==> src/rtl/pwr_seq_pkg.sv <==
package pwr_seq_pkg;

    typedef enum logic [1:0] {
        ST_SLEEP    = 2'd0,
        ST_WAIT_RST = 2'd1,
        ST_INIT     = 2'd2,
        ST_RUN      = 2'd3
    } seq_state_t;

    typedef enum logic [1:0] {
        T_HOLD  = 2'd0,
        T_CLEAR = 2'd1,
        T_START = 2'd2,
        T_STEP  = 2'd3
    } tmr_op_t;

endpackage

==> src/rtl/pwr_seq_sync.sv <==
module pwr_seq_sync #(
    parameter int   STAGES  = 2,
    parameter logic RST_VAL = 1'b1
) (
    input  logic clk,
    input  logic arst_n,
    input  logic d,
    output logic q
);
    logic [STAGES-1:0] pipe_q;

    always_ff @(posedge clk or negedge arst_n) begin
        if (!arst_n) begin
            pipe_q <= {STAGES{RST_VAL}};
        end else begin
            pipe_q <= {pipe_q[STAGES-2:0], d};
        end
    end

    assign q = pipe_q[STAGES-1];
endmodule

==> src/rtl/pwr_seq_timer.sv <==
module pwr_seq_timer
    import pwr_seq_pkg::*;
#(
    parameter int WIDTH = 8,
    parameter int MAX   = 200
) (
    input  logic             clk,
    input  logic             arst_n,
    input  tmr_op_t          op,
    output logic [WIDTH-1:0] cnt
);
    localparam logic [WIDTH-1:0] LIM = WIDTH'(MAX);

    logic [WIDTH-1:0] cnt_q;

    always_ff @(posedge clk or negedge arst_n) begin
        if (!arst_n) begin
            cnt_q <= '0;
        end else begin
            unique case (op)
                T_HOLD:  cnt_q <= cnt_q;
                T_CLEAR: cnt_q <= '0;
                T_START: cnt_q <= WIDTH'(1);
                T_STEP:  if (cnt_q != LIM) cnt_q <= cnt_q + 1'b1;
                default: cnt_q <= cnt_q;
            endcase
        end
    end

    assign cnt = cnt_q;


    timer_sat_chk: assert property (@(posedge clk) disable iff (!arst_n)
        (op == T_STEP && cnt_q == LIM) |=> cnt_q == LIM);
endmodule

==> src/rtl/pwr_seq_outdec.sv <==
module pwr_seq_outdec
    import pwr_seq_pkg::*;
#(
    parameter int CW              = 8,
    parameter int CORE_RST_CYCLES = 16
) (
    input  seq_state_t    state,
    input  logic [CW-1:0] cnt,
    output logic          osc_en,
    output logic          pad_oe,
    output logic          core_rst,
    output logic          run,
    output logic          msg_ok
);
    localparam logic [CW-1:0] CORE_LIM = CW'(CORE_RST_CYCLES);

    always_comb begin
        osc_en   = 1'b0;
        pad_oe   = 1'b0;
        core_rst = 1'b1;
        run      = 1'b0;
        msg_ok   = 1'b0;
        unique case (state)
            ST_SLEEP: begin
            end
            ST_WAIT_RST: begin
                osc_en = 1'b1;
                pad_oe = 1'b1;
            end
            ST_INIT: begin
                osc_en   = 1'b1;
                pad_oe   = 1'b1;
                core_rst = (cnt < CORE_LIM);
            end
            ST_RUN: begin
                osc_en   = 1'b1;
                pad_oe   = 1'b1;
                core_rst = 1'b0;
                run      = 1'b1;
                msg_ok   = 1'b1;
            end
            default: begin
            end
        endcase
    end
endmodule

==> src/rtl/pwr_seq_ctrl.sv <==
module pwr_seq_ctrl
    import pwr_seq_pkg::*;
#(
    parameter int SYNC_STAGES     = 2,
    parameter int STAB_CYCLES     = 192000,
    parameter int INIT_CYCLES     = 480000,
    parameter int CORE_RST_CYCLES = 16
) (
    input  logic clk,
    input  logic rst_in_n,
    input  logic pdn_n,
    output logic osc_en,
    output logic pad_oe,
    output logic core_rst,
    output logic run,
    output logic msg_ok
);
    localparam int CNT_MAX = (STAB_CYCLES > INIT_CYCLES) ? STAB_CYCLES : INIT_CYCLES;
    localparam int CW      = $clog2(CNT_MAX + 1);
    localparam logic [CW-1:0] STAB_LIM = CW'(STAB_CYCLES);
    localparam logic [CW-1:0] INIT_END = CW'(INIT_CYCLES - 1);

    seq_state_t    state_q, state_d;
    tmr_op_t       t_op;
    logic [CW-1:0] cnt_q;
    logic          rst_s;

    pwr_seq_sync #(.STAGES(SYNC_STAGES), .RST_VAL(1'b1)) u_sync (
        .clk(clk), .arst_n(pdn_n), .d(rst_in_n), .q(rst_s)
    );

    pwr_seq_timer #(.WIDTH(CW), .MAX(CNT_MAX)) u_timer (
        .clk(clk), .arst_n(pdn_n), .op(t_op), .cnt(cnt_q)
    );

    // state register: power-down is the asynchronous sleep entry
    always_ff @(posedge clk or negedge pdn_n) begin
        if (!pdn_n) state_q <= ST_SLEEP;
        else        state_q <= state_d;
    end

    // next state and timer command
    always_comb begin
        state_d = state_q;
        t_op    = T_HOLD;
        unique case (state_q)
            ST_SLEEP: begin
                if (!rst_s) begin
                    state_d = ST_WAIT_RST;
                    t_op    = T_START;
                end
            end
            ST_WAIT_RST: begin
                if (!rst_s) begin
                    t_op = T_STEP;
                end else if (cnt_q >= STAB_LIM) begin
                    state_d = ST_INIT;
                    t_op    = T_CLEAR;
                end else begin
                    t_op = T_CLEAR;
                end
            end
            ST_INIT: begin
                if (!rst_s) begin
                    state_d = ST_WAIT_RST;
                    t_op    = T_START;
                end else if (cnt_q == INIT_END) begin
                    state_d = ST_RUN;
                    t_op    = T_CLEAR;
                end else begin
                    t_op = T_STEP;
                end
            end
            ST_RUN: begin
                if (!rst_s) begin
                    state_d = ST_WAIT_RST;
                    t_op    = T_START;
                end
            end
            default: begin
                state_d = ST_SLEEP;
                t_op    = T_CLEAR;
            end
        endcase
    end

    pwr_seq_outdec #(.CW(CW), .CORE_RST_CYCLES(CORE_RST_CYCLES)) u_outdec (
        .state(state_q), .cnt(cnt_q),
        .osc_en(osc_en), .pad_oe(pad_oe), .core_rst(core_rst),
        .run(run), .msg_ok(msg_ok)
    );


    sleep_hold_chk: assert property (@(posedge clk) disable iff (!pdn_n)
        (state_q == ST_SLEEP && rst_s) |=> (state_q == ST_SLEEP && !osc_en));


    short_reject_chk: assert property (@(posedge clk) disable iff (!pdn_n)
        (state_q == ST_WAIT_RST && rst_s && cnt_q < STAB_LIM) |=> (state_q == ST_WAIT_RST && core_rst));


    init_entry_chk: assert property (@(posedge clk) disable iff (!pdn_n)
        (state_q == ST_INIT && $past(state_q) == ST_WAIT_RST) |-> $past(cnt_q) >= STAB_LIM);


    core_release_chk: assert property (@(posedge clk) disable iff (!pdn_n)
        $fell(core_rst) |-> (state_q == ST_INIT && osc_en));


    run_entry_chk: assert property (@(posedge clk) disable iff (!pdn_n)
        $rose(run) |-> ($past(state_q) == ST_INIT && !$past(core_rst)));


    restart_chk: assert property (@(posedge clk) disable iff (!pdn_n)
        ((state_q == ST_INIT || state_q == ST_RUN) && !rst_s) |=> (core_rst && !run && osc_en));
endmodule

==> config.mk <==
export PLATFORM = sky130hd
export DESIGN_NAME = pwr_seq_ctrl
export DESIGN_NICKNAME = d
export VERILOG_FILES = /design/src/rtl/pwr_seq_pkg.sv /design/src/rtl/pwr_seq_sync.sv /design/src/rtl/pwr_seq_timer.sv /design/src/rtl/pwr_seq_outdec.sv /design/src/rtl/pwr_seq_ctrl.sv
export SDC_FILE = /design/constraint.sdc
export NUM_CORES = 1
export LEC_CHECK = 0
export ABC_AREA = 1
export BUFFER_PORTS_ARGS = -buffer_cell sky130_fd_sc_hd__clkbuf_2
export CAP_MARGIN = 20
export CORE_ASPECT_RATIO = 0.6
export CORE_MARGIN = 2
export CORE_UTILIZATION = 40
export CTS_CLUSTER_DIAMETER = 200
export DETAILED_ROUTE_END_ITERATION = 16
export GPL_TIMING_DRIVEN = 0
export PLACE_DENSITY = 0.54
export SYNTH_ARGS = -nofsm -noshare
export SYNTH_HDL_FRONTEND = slang
export SYNTH_SLANG_ARGS = --single-unit
export TNS_END_PERCENT = 20
==> constraint.sdc <==
create_clock -name clk -period 4.8 [get_ports clk]
set_clock_uncertainty 0.1 [all_clocks]
set_input_delay 0.72 -clock clk [delete_from_list [all_inputs] [get_ports clk]]
set_output_delay 0.72 -clock clk [all_outputs]
set_load 0.005 [all_outputs]
Yosys cells after proc, flatten, opt, wreduce, memory -nomap -nowiden
Cells that the tools add are included.
W data, S select, Z words.
{ "classes": {"n_mux": 16, "reduce_logical": 6, "add_sub_neg": 1, "bitwise": 1, "n_lt_le_gt_ge": 2, "n_eq_ne": 13} }
{ "ops": {"columns": ["cell", "n"], "rows": [
  ["$pmux W19 S3", 1],
  ["$add A19 B1 Y19 const B", 1],
  ["$eq A19 B19 Y1 const B", 1],
  ["$ge A19 B18 Y1 const B", 1],
  ["$lt A19 B5 Y1 const B", 1],
  ["$mux W19", 1],
  ["$ne A19 B19 Y1 const B", 1],
  ["$mux W2", 9],
  ["$pmux W2 S3", 2],
  ["$eq A2 B2 Y1 const B", 4],
  ["$ne A2 B2 Y1 const B", 3],
  ["$eq A2 B1 Y1 const B", 2],
  ["$logic_not A2 Y1", 2],
  ["$reduce_and A4 Y1", 1],
  ["$ne A3 B3 Y1 const B", 1],
  ["$reduce_or A3 Y1", 1],
  ["$mux W1", 2],
  ["$ne A2 B1 Y1 const B", 1],
  ["$pmux W1 S2", 1],
  ["$reduce_and A2 Y1", 1],
  ["$reduce_or A2 Y1", 1],
  ["$not A1 Y1", 1]
]} }
{ "totals": {"out_inout_bits": 5, "register_bits": 23, "in_bits": 3, "wordCells": 42} }

Longest topological paths before layout
Gate-level depths: netlist of run 1.
{ "logic_depth": {"word_depth": 7, "ltp_mapped": 13, "depth_no_buf": 11} }

By module
Synthesis of run 1 repeated with hierarchy kept, for this count alone.
{ "unflattened": {"cells_unflattened": 269, "hier_area_um2": 1752.9} }
{ "modules_own_cells": {"columns": ["module", "cells_each", "area_each_um2", "seq_area_each_um2", "instances"], "rows": [
  ["pwr_seq_timer", 192, 1306.3, 475.5, 1],
  ["pwr_seq_ctrl", 54, 302.8, 50.0, 1],
  ["pwr_seq_outdec", 21, 91.3, 0.0, 1],
  ["pwr_seq_sync", 2, 52.6, 52.6, 1]
]} }

Worst setup path before layout of run 1
OpenSTA, ideal clock, no wires.
{ "synth_timing": {"path_type": "reg-to-reg", "from": "reg state_q[0]", "to": "reg u_timer.cnt_q[18], in the netlist u_timer.cnt[18]", "path_slack_ns": 2.908, "arrival_ns": 1.674, "stages_incl_launch_ff": 12, "n_path_buf": 1, "required_ns": 4.582, "setup_time_ns": 0.118, "period_less_slack_ns": 1.892, "path_cell_list": "dfrtp_1 inv_1 ha_1 inv_1 nand2_1 o21ai_0 nand2_4 nand3_4 nand2_4 buf_8 nand2_1 nand2_1"} }
{ "synth_via": {"elab_chain_len": 6, "word_cells_on_any_way": 14, "classes_between": "eq/ne (7); mux (2); bitwise (1); reduce/logical (4)"} }
{ "synth_lines": {"columns": ["item", "line_no", "source"], "rows": [
  ["start: declaration", "pwr_seq_ctrl.sv:23", "seq_state_t state_q, state_d;"],
  ["start signal: assignment", "pwr_seq_ctrl.sv:39", "else state_q <= state_d;"],
  ["$eq A2 B2 Y1 / $logic_not A2 Y1 (equally long branches)", "pwr_seq_ctrl.sv:46", "unique case (state_q)"],
  ["$reduce_or A2 Y1 (no line)", null, null],
  ["$pmux W2 S3 *", "pwr_seq_ctrl.sv:46", null],
  ["$eq A2 B2 Y1 / $logic_not A2 Y1 (equally long branches)", "pwr_seq_timer.sv:20", "unique case (op)"],
  ["$ne A2 B1 Y1 (no line) / $not A1 Y1 (equally long branches)", null, null],
  ["$reduce_and A2 Y1 (no line)", null, null],
  ["end signal: assignment", "pwr_seq_timer.sv:21", "T_HOLD: cnt_q <= cnt_q;"],
  ["end signal: assignment", "pwr_seq_timer.sv:24", "T_STEP: if (cnt_q != LIM) cnt_q <= cnt_q + 1'b1;"],
  ["end signal: assignment", "pwr_seq_timer.sv:25", "default: cnt_q <= cnt_q;"],
  ["end: declaration", "pwr_seq_timer.sv:14", "logic [WIDTH-1:0] cnt_q;"]
]} }
Mark *: on every way between the ends. The rest lies on a longest branch, timed or not.
A chain may end at the register's enable or synchronous reset.

Worst setup path in the final report of run 1
{ "layout_timing": {"from": "reg state_q[0]", "to": "out core_rst"} }
{ "layout_via": {"elab_chain_len": 2, "word_cells_on_any_way": 3, "classes_between": "eq/ne (2); mux (1)"} }
{ "layout_lines": {"columns": ["item", "line_no", "source"], "rows": [
  ["$eq A2 B2 Y1", "pwr_seq_outdec.sv:23", "unique case (state)"],
  ["$pmux W1 S2 *", "pwr_seq_outdec.sv:23", null],
  ["end: declaration", "pwr_seq_ctrl.sv:14", "output logic core_rst,"]
]} }
Marks and branches as above.

==> results of run 1 <==
## per-layer routing
metal	GRT usage, %	up-vias	wire [µm]
met4	1.28	0	13
met3	4.04	2	232
met1	33.5	690	2380
met2	23.4	26	1560
met5	0	-	0
li1	-	803	-
## cells by family after synthesis
kind of cell    Yosys count  share of synthesized area (%)
simple gates            158                           42.7
buf+inv                  44                           11.3
flops                    23                           32.9
xor+xnor                 14                           6.98
compound gates            6                           1.92
fa+ha+maj                 6                           4.27
## through the flow
stage | utilization [%] | cell area [µm²] | hold WS (ns) | worst slack [ns] | instances
after detailed placement | 44.8 | 1870 | 0.247 | 2.56 | 318
after floorplan | - | 1760 | 0.245 | 2.91 | 251
after global routing | 45.9 | 1910 | 0.262 | 2.19 | 322
after CTS | 45.9 | 1910 | 0.260 | 2.40 | 322
final | 45.9 | 1910 | 0.258 | 2.42 | 322
after global placement | 44.8 | 1870 | 0.246 | 2.56 | 318
## critical path: cells and delay by family, from the launching register on
kind                     cells  cell delay, ns
AND/OR/NAND/NOR              2            0.24
buffers and inverters        3            0.32
adder cells (fa/ha/maj)      1            0.21
AO/OA/AOI/OAI                1            0.09
flip-flops                   1            0.42
## final timing paths
| check | start | endpoint | cells past startpoint |
|---|---|---|---|
| min in group asynchronous | pdn_n | u_timer.cnt[4] | 1 |
| hold reg to reg | u_sync.pipe_q[0] | u_sync.pipe_q[1] | 0 |
| max in group asynchronous | pdn_n | u_timer.cnt[16] | 1 |
| hold / removal | u_sync.pipe_q[0] | u_sync.pipe_q[1] | 0 |
| setup / recovery | state_q[0] | core_rst | 7 |
| setup reg to reg | u_timer.cnt[0] | u_timer.cnt[18] | 11 |
## flip-flops by register name (all words and copies together) (netlist names)
signal / cells
state_q: 2
u_sync.pipe_q: 2
u_timer.cnt: 19
## power groups by stage
stage               sequential (mW)  clock [mW]  combinational [mW]
finish                        0.201       0.126              0.0185
global route                  0.201       0.139              0.0213
CTS                           0.201       0.130              0.0191
detailed placement            0.205           0              0.0189
global placement              0.204           0              0.0191
floorplan                     0.203           0              0.0106
## cell type report
type	instances	area, µm²
Fill cell	450	2250
Multi-Input combinational cell	184	981
Sequential cell	23	578
Inverter	34	128
Tap cell	60	75.1
Buffer	10	70.1
Clock buffer	4	45.0
Timing Repair Buffer	7	35.0
## cell usage after synthesis (2+ instances only)
| library cell | n |
|---|---|
| o21ai_0 | 4 |
| or2_2 | 4 |
| nand2_1 | 86 |
| ha_1 | 6 |
| nor3_1 | 5 |
| nand3_2 | 3 |
| nand2_4 | 2 |
| dfrtp_1 | 21 |
| inv_1 | 32 |
| xor2_1 | 11 |
| nor2_1 | 20 |
| nand4_1 | 15 |
| xnor2_1 | 3 |
| buf_2 | 5 |
| buf_4 | 2 |
| dfstp_2 | 2 |
| nand3_1 | 17 |
| nor2_4 | 2 |
==> impl_metrics.toml, run 1 <==
[outcome]
outcome = "complete, no violations"

[drt]
drt-pass1-iter-count = 4
wl_um = 4190
num_vias = 1521
viasPerCell = 4.72
ant_nets = 0
wire_per_inst_um = 13.0
drt-initial-drc-count = 199
drc = 0

[die]
fp.dieW_um = 89.6
start_util_pct = 42.2
ios = 8
dieArea_um2 = 4960
rows = 18
die_h_um = 55.3
core-area_um2 = 4170

[synth]
synth_cells = 251
seq_area_frac_synth_pct = 32.9
synth_cell_types = 29
ys_seq_elements = 23
synth_top_cell_by_area = "dfrtp_1"
synth_fp_nets = 260
ys_async_sr_fraction_pct = 100
synth.top_cell.area_share_pct = 29.9
ys.flop_type = "dfrtp_1"
avgSynthCellArea_um2 = 7.00
synth_area_leaders = "dfrtp_1 (30%), nand2_1 (18%), inv_1 (6.8%)"
syn_area_um2 = 1760
ys_warn_count = 0
synth_edf_count = 0

[placement]
place_congestion = 0.866
port_buffers = 7
place_hpwl_um = 3250

[global_route]
grt_max_degree = 24
antenna_found_initial = 0
grtUsageTotal_pct = 19.0
overflow = 0
grt_pass1_wl_um = 7240
grt_pass1_vias = 1386

[clock_tree]
clkTransAtPathRegs_ns = 0.08
insertion_delay_ns = 0.27
cts_hold_buf = 0
postCtsSetupBuffers = 0
clockBufferDepth = 2
cts_inserted_buffers = 3
cts_root_buf = "clkbuf_8"
cts_sinks = 23
cts_tree = "yes"
cts-resized-gates = 0
h-tree-depth = 1

[finish]
final_layout_size_suffix_gt1_share_pct = 13.7
final_common_cell = "nand2_1"
antenna_cells = 0
synthToLayoutAreaGrowth_pct = 8.83
fin_nets = 272
final_cell_mix = "nand2_1 (86), inv_1 (32), dfrtp_1 (21)"

[sta]
max_slew.worst_pin.slew_ns = 0.604
hold_viol = 0
period_share_pct = 49.5
drv_slew = 0
rsz0062_at_grt = "false"
fmax_mhz = 421
finalCriticalPeriod_ns = 2.38
finalSetupTns_ns = 0
relSlewSlack_pct = 59.8
finalSetupViolCount = 0

[power]
switchingPower_uw = 83.2
swShare_pct = 24.1
finalPower_uw = 345
power_leakage_nw = 1.02
powerDensity_nw_per_um2 = 181
ir_worst_vdd_mv = 0.113
power_frac_seq_pct = 58.2
p_int_uw = 262
power_frac_clock_pct = 36.4
comb_power_share_pct = 5.4

[worst_setup_path]
crit_type = "reg -> out"
crit_fanout = 4
worstPathRequired_ns = 3.98
critPathMostFrequentCell = "inv_1"
worstPathCellList = "inv_1 > ha_1 > inv_1 > nor3_1 > nand4_1 > o21ai_0 > clkbuf_2"
slowest_delay_ns = 0.42
slowest_stage = "dfrtp_1"
crit_path_end_kind = "primary output"
critPathArrivalTime_ns = 1.56
worst_setup_path_start_kind = "flop"
reg2reg_slack_ns = 2.52

[run]
drv_cap = 0

[hold_path]
hold_class = "reg -> reg"
(Power assumes the default switching activity.)
==> run 2, diff against run 1 <==
--- a/config.mk
+++ b/config.mk
@@ -5,7 +5,7 @@
 export SDC_FILE = /design/constraint.sdc
 export NUM_CORES = 1
 export LEC_CHECK = 0
-export ABC_AREA = 1
+export ABC_AREA = 0
 export BUFFER_PORTS_ARGS = -buffer_cell sky130_fd_sc_hd__clkbuf_2
 export CAP_MARGIN = 20
 export CORE_ASPECT_RATIO = 0.6
==> constraint.sdc (replaced) <==
create_clock -name clk -period 2.2 [get_ports clk]
set_clock_uncertainty 0.1 [all_clocks]
set_input_delay 0.33 -clock clk [delete_from_list [all_inputs] [get_ports clk]]
set_output_delay 0.33 -clock clk [all_outputs]
set_load 0.005 [all_outputs]
==> impl_metrics.toml, run 2 <==
[worst_setup_path]
rr_startpoint = "u_timer.cnt[11]"
rr_worst_depth = 5
slowest_delay_ns = 0.60
worstPathRequired_ns = 1.77
path_delay_family = "simple AND/OR/NAND/NOR gates"
critPathBufInv = 1
worst_setup_path_start_kind = "flop"
worstPathCellList = "or4_4 > nor2_2 > nand4_1 > o21ai_0 > clkbuf_2"
reg2reg_slack_ns = -0.01
critPathArrivalTime_ns = 1.80
crit_path_end_kind = "primary output"
crit_type = "reg -> out"
r2r-end = "u_timer.cnt[1]"
slowest_stage = "or4_4"
crit_fanout = 5

[finish]
synthToLayoutAreaGrowth_pct = 17.7
final_cells = 236
nFillCells = 375
final_cell_mix = "dfrtp_1 (21), nor2_1 (19), nand2_1 (13)"
largest_reg_flops = 19
antenna_cells = 0
fin_nets = 199
final_common_cell = "dfrtp_1"
final_area_um2 = 1790
final_layout_size_suffix_gt1_share_pct = 23.3

[sta]
hold_viol = 0
worst_slack_ns = -0.0343
fmax_mhz = 448
drv_slew = 0
finalSetupViolCount = 2
finalCriticalPeriod_ns = 2.23
period_share_pct = 102
rsz0062_at_grt = "true"
relSlewSlack_pct = 59.4
max_slew.worst_pin.slew_ns = 0.608
finalSetupTns_ns = -0.0440

[drt]
wl_um = 3720
drt-pass1-iter-count = 4
viasPerCell = 5.75
drc = 0
drt-initial-drc-count = 104
ant_nets = 0
wire_per_inst_um = 15.8
num_vias = 1358

[placement]
placedCellCount = 225
placed_cell_area_um2 = 1620
preCtsSetupSlack_ns = -0.182
port_buffers = 7
place_hpwl_um = 2650
place_congestion = 0.842

[run]
drv_cap = 0

[hold_path]
hold_start = "rst_in_n"
hold_end = "u_sync.pipe_q[0]"
hold_class = "in -> reg"
hold_path_depth = 1

[global_route]
antenna_found_initial = 0
grt_pass1_wl_um = 6250
grt_max_degree = 24
grtUsageTotal_pct = 18.3
grt_pass1_vias = 1296
overflow = 0

[synth]
synth_cells = 171
ys_async_sr_fraction_pct = 100
syn_area_um2 = 1520
synth.top_cell.area_share_pct = 34.5
synth_cell_types = 44
ys_warn_count = 0
synth_edf_count = 0
ys.flop_type = "dfrtp_1"
seq_area_frac_synth_pct = 38.0
synth_commonest_cells = "dfrtp_1 (21), nor2_1 (20), nand2_1 (13)"
avgSynthCellArea_um2 = 8.90
synth.most_common_cell = "dfrtp_1"
synth_fp_nets = 180
ys_seq_elements = 23
synth_top_cell_by_area = "dfrtp_1"
synth_area_leaders = "dfrtp_1 (35%), ha_1 (4.9%), nor2_1 (4.9%)"

[clock_tree]
clkTransAtPathRegs_ns = 0.09
cts_tree = "yes"
cts_sinks = 23
cts_root_buf = "clkbuf_8"
cts_inserted_buffers = 3
insertion_delay_ns = 0.27
clockBufferDepth = 2
h-tree-depth = 1

[die]
start_util_pct = 41.6
rows = 17
dieArea_um2 = 4330
fp.dieW_um = 83.6
die_h_um = 51.8
core-area_um2 = 3660
ios = 8

[power]
powerDensity_nw_per_um2 = 429
ir_worst_vdd_mv = 0.232
finalPower_uw = 769
power_leakage_nw = 0.726

[outcome]
violations = "negative setup slack"
outcome = "finished, violations left"
==> run 2: cell count changes after synthesis, sizes merged, moves of 5 or more <==
cell	previous run	this run
inv	33	10
nand3	21	5
nor3	6	12
or4	0	5
nor4	1	6
nand4	15	8
nand2	88	13
xor2	11	3
==> run 2: where the power goes <==
part	internal (mW)	switching, mW
combinational	0.0257	0.0330
clock	0.130	0.144
sequential	0.430	0.00621
total	0.585	0.184
==> run 2: layout make-up <==
cell class	count	area, µm²	area share (%)
Clock buffer	4	45.0	2.52
Inverter	10	37.5	2.10
Tap cell	47	58.8	3.28
Sequential cell	23	578	32.3
Multi-Input combinational cell	129	912	50.9
Timing Repair Buffer	15	101	5.66
Buffer	8	57.6	3.21
==> run 2: kinds of logic (layout without fill, tap and decap cells) <==
family | after synthesis | count (layout) | share of synthesized area, %
AND/OR/NAND/NOR | 86 | 86 | 31.7
AO/OA/AOI/OAI | 24 | 24 | 11.8
flip-flops | 23 | 23 | 38.0
buffers and inverters | 19 | 37 | 5.76
XOR/XNOR | 10 | 10 | 5.76
adder cells (fa/ha/maj) | 6 | 6 | 4.93
multiplexers | 3 | 3 | 1.97
==> run 2: worst max path at each step <==
stage	to	cells past startpoint	start	slack (ns)
4_1_cts	core_rst	5	u_timer.cnt[15]	-0.03
3_5_place_dp	u_timer.cnt[16]	9	state_q[0]	-0.18
3_3_place_gp	u_timer.cnt[16]	9	state_q[0]	-0.19
5_1_grt	core_rst	5	u_timer.cnt[11]	-0.10
6_report	core_rst	5	u_timer.cnt[11]	-0.03
2_1_floorplan	u_timer.cnt[18]	9	state_q[0]	0.13
==> run 2: metal layers <==
| layer | GRT usage, % | vias up | share of wire (%) |
|---|---|---|---|
| met5 | 0 | - | 0 |
| met3 | 3.81 | 2 | 6.9 |
| met1 | 27.2 | 669 | 51 |
| li1 | - | 652 | - |
| met2 | 28.1 | 35 | 41 |
| met4 | 2.69 | 0 | 0.19 |
==> run 2: worst register-to-register path, stage by stage, from the launching register on <==
cell     delay (ns)
dfrtp_1        0.43
or4_4          0.60
o41ai_4        0.39
and3_4         0.27
o21ai_0        0.09
a32o_1         0.22
==> run 2: repair_timing <==
item | 4_1_cts | 5_1_grt
hold endpoints to repair | 21 | 0
pin swaps | 3 | 5
buffers inserted | 3 | 4
hold buffers | 1 | 0
setup endpoints to repair | 14 | 21
gates resized for setup | 3 | 17
==> run 2: stage by stage <==
stage | utilization (%) | hold slack [ns]
final | 48.9 | 0.0359
after global routing | 48.9 | 0.0207
after CTS | 46.6 | 0.0280
after detailed placement | 44.2 | 0.248
after global placement | 44.2 | 0.247
after floorplan | - | -0.0656
